[config.mk]
export PLATFORM = sky130hd
export DESIGN_NAME = mac40_unit
export DESIGN_NICKNAME = d
export VERILOG_FILES = /design/src/rtl/mac40_pkg.sv /design/src/rtl/mac40_half_term.sv /design/src/rtl/mac40_wide_stage.sv /design/src/rtl/mac40_acc_reg.sv /design/src/rtl/mac40_unit.sv
export SDC_FILE = /design/constraint.sdc
export NUM_CORES = 2
export LEC_CHECK = 0
export BUFFER_PORTS_ARGS = -buffer_cell sky130_fd_sc_hd__buf_2
export CORE_MARGIN = 5
export CORE_UTILIZATION = 42
export DETAILED_ROUTE_END_ITERATION = 8
export PLACE_DENSITY_LB_ADDON = 0.12
export SLEW_MARGIN = 0
export SYNTH_ARGS = -nofsm -noshare
export SYNTH_HDL_FRONTEND = slang
export SYNTH_SLANG_ARGS = --single-unit
[constraint.sdc]
create_clock -name clk -period 13.4 [get_ports clk]
set_clock_uncertainty 0.1 [all_clocks]
set_input_delay 2.68 -clock clk [delete_from_list [all_inputs] [get_ports clk]]
set_output_delay 2.68 -clock clk [all_outputs]
set_load 0.02 [all_outputs]
[src/rtl/mac40_pkg.sv]
package mac40_pkg;
  typedef enum logic [1:0] {
    OP_HALF = 2'b00,
    OP_DUAL = 2'b01,
    OP_WORD = 2'b10,
    OP_LOAD = 2'b11
  } mac_op_e;
endpackage

[src/rtl/mac40_half_term.sv]
module mac40_half_term
  import mac40_pkg::*;
#(
  parameter int OP_W  = 32,
  parameter int ACC_W = 40
) (
  input  logic [OP_W-1:0]  a,
  input  logic [OP_W-1:0]  b,
  input  logic [1:0]       hsel,
  input  mac_op_e          op,
  output logic [ACC_W-1:0] addend
);
  localparam int HALF_W = OP_W / 2;
  localparam int EXT_W  = ACC_W - OP_W;

  logic signed [OP_W-1:0] lane_p [2];

  // lane 0: low halves, lane 1: high halves
  for (genvar g = 0; g < 2; g++) begin : g_lane
    logic signed [HALF_W-1:0] la, lb;
    assign la = a[g*HALF_W +: HALF_W];
    assign lb = b[g*HALF_W +: HALF_W];
    assign lane_p[g] = la * lb;
  end

  logic signed [HALF_W-1:0] sa, sb;
  logic signed [OP_W-1:0]   sel_p;
  logic [ACC_W-1:0]         ext0, ext1, ext_sel;

  always_comb begin
    sa      = hsel[1] ? a[OP_W-1:HALF_W] : a[HALF_W-1:0];
    sb      = hsel[0] ? b[OP_W-1:HALF_W] : b[HALF_W-1:0];
    sel_p   = sa * sb;
    ext0    = {{EXT_W{lane_p[0][OP_W-1]}}, lane_p[0]};
    ext1    = {{EXT_W{lane_p[1][OP_W-1]}}, lane_p[1]};
    ext_sel = {{EXT_W{sel_p[OP_W-1]}}, sel_p};
    addend  = (op == OP_DUAL) ? ext0 + ext1 : ext_sel;
  end
endmodule

[src/rtl/mac40_wide_stage.sv]
module mac40_wide_stage #(
  parameter int OP_W  = 32,
  parameter int ACC_W = 40
) (
  input  logic             clk,
  input  logic             rst_n,
  input  logic             start,
  input  logic [OP_W-1:0]  a,
  input  logic [OP_W-1:0]  b,
  output logic             busy,
  output logic [ACC_W-1:0] prod
);
  localparam int EXT_W = ACC_W - OP_W;

  // low ACC_W bits of a signed product only need ACC_W-wide operands
  logic signed [ACC_W-1:0] ax, bx, px;

  always_comb begin
    ax = {{EXT_W{a[OP_W-1]}}, a};
    bx = {{EXT_W{b[OP_W-1]}}, b};
    px = ax * bx;
  end

  always_ff @(posedge clk or negedge rst_n) begin
    if (!rst_n) begin
      busy <= 1'b0;
      prod <= '0;
    end else begin
      busy <= start;
      if (start) prod <= px;
    end
  end


  busy_one_cycle_chk: assert property (@(posedge clk) disable iff (!rst_n)
    busy |=> !busy);
endmodule

[src/rtl/mac40_acc_reg.sv]
module mac40_acc_reg #(
  parameter int ACC_W = 40
) (
  input  logic             clk,
  input  logic             rst_n,
  input  logic             ld,
  input  logic [ACC_W-1:0] ld_val,
  input  logic             add,
  input  logic [ACC_W-1:0] add_val,
  output logic [ACC_W-1:0] acc
);
  always_ff @(posedge clk or negedge rst_n) begin
    if (!rst_n)   acc <= '0;
    else if (ld)  acc <= ld_val;
    else if (add) acc <= acc + add_val;
  end


  acc_hold_chk: assert property (@(posedge clk) disable iff (!rst_n)
    (!ld && !add) |=> $stable(acc));


  ld_add_excl_chk: assert property (@(posedge clk) disable iff (!rst_n)
    !(ld && add));
endmodule

[src/rtl/mac40_unit.sv]
module mac40_unit
  import mac40_pkg::*;
#(
  parameter int OP_W  = 32,
  parameter int ACC_W = 40
) (
  input  logic            clk,
  input  logic            rst_n,
  input  logic            in_valid,
  output logic            in_ready,
  input  logic [1:0]      in_op,
  input  logic [OP_W-1:0] in_a,
  input  logic [OP_W-1:0] in_b,
  input  logic [1:0]      in_hsel,
  output logic [OP_W-1:0] acc_lo,
  output logic [OP_W-1:0] acc_hi,
  output logic            done
);
  localparam int TOP_W = ACC_W - OP_W;
  localparam int PAD_W = 2 * OP_W - ACC_W;

  mac_op_e          op;
  logic             accept, start_word, busy, single, ld, add;
  logic [ACC_W-1:0] half_add, wide_prod, add_val, ld_val, acc;

  always_comb begin
    op         = mac_op_e'(in_op);
    in_ready   = !busy;
    accept     = in_valid && in_ready;
    start_word = accept && (op == OP_WORD);
    single     = accept && (op != OP_WORD);
    ld         = accept && (op == OP_LOAD);
    add        = busy || (accept && (op == OP_HALF || op == OP_DUAL));
    add_val    = busy ? wide_prod : half_add;
    ld_val     = {in_b[TOP_W-1:0], in_a};
  end

  mac40_half_term #(.OP_W(OP_W), .ACC_W(ACC_W)) u_half (
    .a(in_a), .b(in_b), .hsel(in_hsel), .op(op), .addend(half_add)
  );

  mac40_wide_stage #(.OP_W(OP_W), .ACC_W(ACC_W)) u_wide (
    .clk(clk), .rst_n(rst_n), .start(start_word), .a(in_a), .b(in_b),
    .busy(busy), .prod(wide_prod)
  );

  mac40_acc_reg #(.ACC_W(ACC_W)) u_acc (
    .clk(clk), .rst_n(rst_n), .ld(ld), .ld_val(ld_val),
    .add(add), .add_val(add_val), .acc(acc)
  );

  always_ff @(posedge clk or negedge rst_n) begin
    if (!rst_n) done <= 1'b0;
    else        done <= single || busy;
  end

  assign acc_lo = acc[OP_W-1:0];
  assign acc_hi = {{PAD_W{acc[ACC_W-1]}}, acc[ACC_W-1:OP_W]};


  word_stall_chk: assert property (@(posedge clk) disable iff (!rst_n)
    start_word |=> (!in_ready && !done));


  single_done_chk: assert property (@(posedge clk) disable iff (!rst_n)
    single |=> done);


  word_done_chk: assert property (@(posedge clk) disable iff (!rst_n)
    busy |=> (done && in_ready));


  load_val_chk: assert property (@(posedge clk) disable iff (!rst_n)
    ld |=> (acc_lo == $past(in_a) && acc_hi[TOP_W-1:0] == $past(in_b[TOP_W-1:0])));
endmodule

==> implementation parameters <==
Parameter                              Value

Placed design
  Placed wire-length estimate after detailed placement    162 mm
  IO buf count    136
  Routability congestion estimate    0.969

Yosys
  Main flop type after synthesis    dfrtp_1
  Top cell type's share of synthesized area    50.2%
  Count of flip-flops with a built-in enable after synthesis    0
  Net count of the mapped netlist    7,926
  Mapped Avg Cell Area    8.97 um^2
  Most common cell in the synthesized netlist    inv_1
  Post-synthesis instance area    54,600 um^2
  Synth async-reset ratio    100%
  Synth area leader    fa_1
  Largest cells by area after synthesis    fa_1, inv_1, ha_1
  Syn Inst Count    6,091
  Number of warnings issued by yosys    0
  Netlist cell types    68
  Most numerous cell types in the synthesized netlist    inv_1, fa_1, nand2_1, and2_1, ha_1
  Flops & latches, synth    82
  Sequential element share of the synthesized area    3.76%

Setup path
  Largest stage delay on the critical path    0.58 ns
  Most repeated library cell on the critical path    fa_1
  Master of the slowest instance on the critical path    fa_1
  Type of destination of the critical path    flop
  Setup Crit Path Kind    in2reg
  Required time of the worst setup path    13.54 ns
  Max FO, Critical Path    14
  Kind of launch point of the worst setup path    input port
  Arrival time at the worst endpoint    13.10 ns

Die
  Floorplan die area    137,000 um^2
  Width of the chip    371 um
  Row count    132
  Die Y-Extent    371 um
  Starting density of the core    42.2%
  Core Box Area    129,000 um^2
  Number of primary I/O pins    137

Clock network
  Clock transition at path regs    0.07 ns
  Sinks on Clock Net    82
  CTS tree    built
  CTS Buf Count    9
  Number of hold-repair buffers added at the cts stage    0
  Cell at the root of the clock tree    clkbuf_16
  Clock insertion delay at the later pin of the skew report    0.37 ns
  Maximum level of the CTS H-tree    3
  Longest Clk Path Bufs    2

Routing
  Count of unresolved DRC violations after routing    0
  Total routed wirelength    191 mm
  Number of DRC markers in iteration 0    3,036
  Vias per cell    5.18
  Post-DRT Antenna Nets    0
  Detail-routed net length per standard cell    24.3 um
  DRT Pass-1 Iters    5
  Vias after detailed routing    40,800

Final layout
  Fraction of final layout cells with drive strength greater than 1    6.19%
  Filler Cells Inserted    12,900
  Post-synthesis to final-layout area growth    6.17%
  Share of the core filled with cells in the final layout    44.8%
  Number of nets at the end of the flow    7,949

Timing
  Number of hold violations in the final report    0
  Number of max-slew violations in the final report    0
  Final critical-path share of the clock period    96.7%
  Setup TNS    0 ns
  Number of setup violations in the final report    0
  Min Tclk post-route    12.96 ns
  RSZ-0062 raised after global routing    false
  Max Clk Rate    0.0772 GHz
  Slew margin rel.    25.4%
  Worst Tran Pin Value    1.11 ns
  Min Hold Slack    0.381 ns

Global routing
  Global-route wire length before repair    289 mm
  Antenna violations before repair    17
  Global-route congestion overflow total    0
  All-layer global routing usage    28.6%
  Vias in the first global route    44,100
  Maximum number of pins on one net before global-route repair    74

Job
  Number of max-cap violations    0

Outcome
  Result of the run    completed

Hold path
  Tightest Hold Check Type    reg2reg
==> through the flow <==
| step | setup slack [ns] | std cells | cell area [um^2] |
|---|---|---|---|
| after floorplan | 1.36 | 6091 | 54600 |
| after global placement | 0.304 | 7845 | 57700 |
| after detailed placement | 0.284 | 7845 | 57700 |
| after CTS | 0.643 | 7861 | 58000 |
| after global routing | 0.102 | 7864 | 58000 |
| final | 0.445 | 7869 | 58000 |
==> cell families after synthesis <==
kind of cell             after synthesis  synth area share (%)
buffers and inverters               1848                  12.9
adder cells (fa/ha/maj)             1764                  59.2
AND/OR/NAND/NOR                     1639                  14.2
AO/OA/AOI/OAI                        524                  6.01
XOR/XNOR                             177                  2.86
flip-flops                            82                  3.76
multiplexers                          57                  1.11
==> worst max-delay path: cells and delay by family <==
family,cells,cell delay [ns]
compound gates,15,3.55
simple gates,4,0.48
buf+inv,8,1.23
xor+xnor,2,0.30
fa+ha+maj,10,4.82
==> layout make-up <==
type | instances | area [um^2] | share of cell area [%]
multi-input combinational | 4161 | 45500 | 78.5
inverter | 1537 | 5770 | 9.95
tap | 1742 | 2180 | 3.76
timing repair buffer | 323 | 2140 | 3.69
sequential | 82 | 2050 | 3.54
clock buffer | 11 | 243 | 0.419
clock inverter | 5 | 53.8 | 0.0928
antenna | 8 | 20.0 | 0.0345
==> sequential cells by signal, indices dropped and copies added, names as in the netlist <==
register and flops:
u_acc.acc 40, done 1, u_wide.busy 1, u_wide.prod 40
==> metal layers <==
metal	GRT usage, %	vias up	part of all wire [%]
li1	-	17800	-
met1	39.3	21400	42
met2	47.1	1295	47
met3	3.51	274	5.9
met4	9.78	0	4.4
met5	0	-	0
==> final timing paths <==
check	start	endpoint	slack [ns]	cells after the start
max reg2reg	u_wide.busy$_DFF_PN0_	u_acc.acc[38]$_DFFE_PN0P_	7.82	16
min	u_wide.prod[33]$_DFFE_PN0P_	u_wide.prod[33]$_DFFE_PN0P_	0.38	2
min reg2reg	u_wide.prod[33]$_DFFE_PN0P_	u_wide.prod[33]$_DFFE_PN0P_	0.38	2
min in group asynchronous	rst_n	u_acc.acc[24]$_DFFE_PN0P_	2.03	1
max in group asynchronous	rst_n	u_wide.busy$_DFF_PN0_	9.80	2
max	in_a[9]	u_acc.acc[37]$_DFFE_PN0P_	0.44	39
==> layout by cell type (no fill, tap or decap), drive strengths merged, types with 82 or more instances in the layout <==
master,count
inv,1534
fa,1369
nand2,784
and2,479
ha,395
buf,323
nor2,215
a21oi,155
o21ai,135
xnor2,125
dfrtp,82
==> timing repair <==
item,in CTS,in global routing
buffers inserted,0,0
setup endpoints to repair,0,2
gates resized for setup,0,1
Power is not shown: default switching activity piles up to over one toggle a cycle in this logic, so the estimate is an artifact.
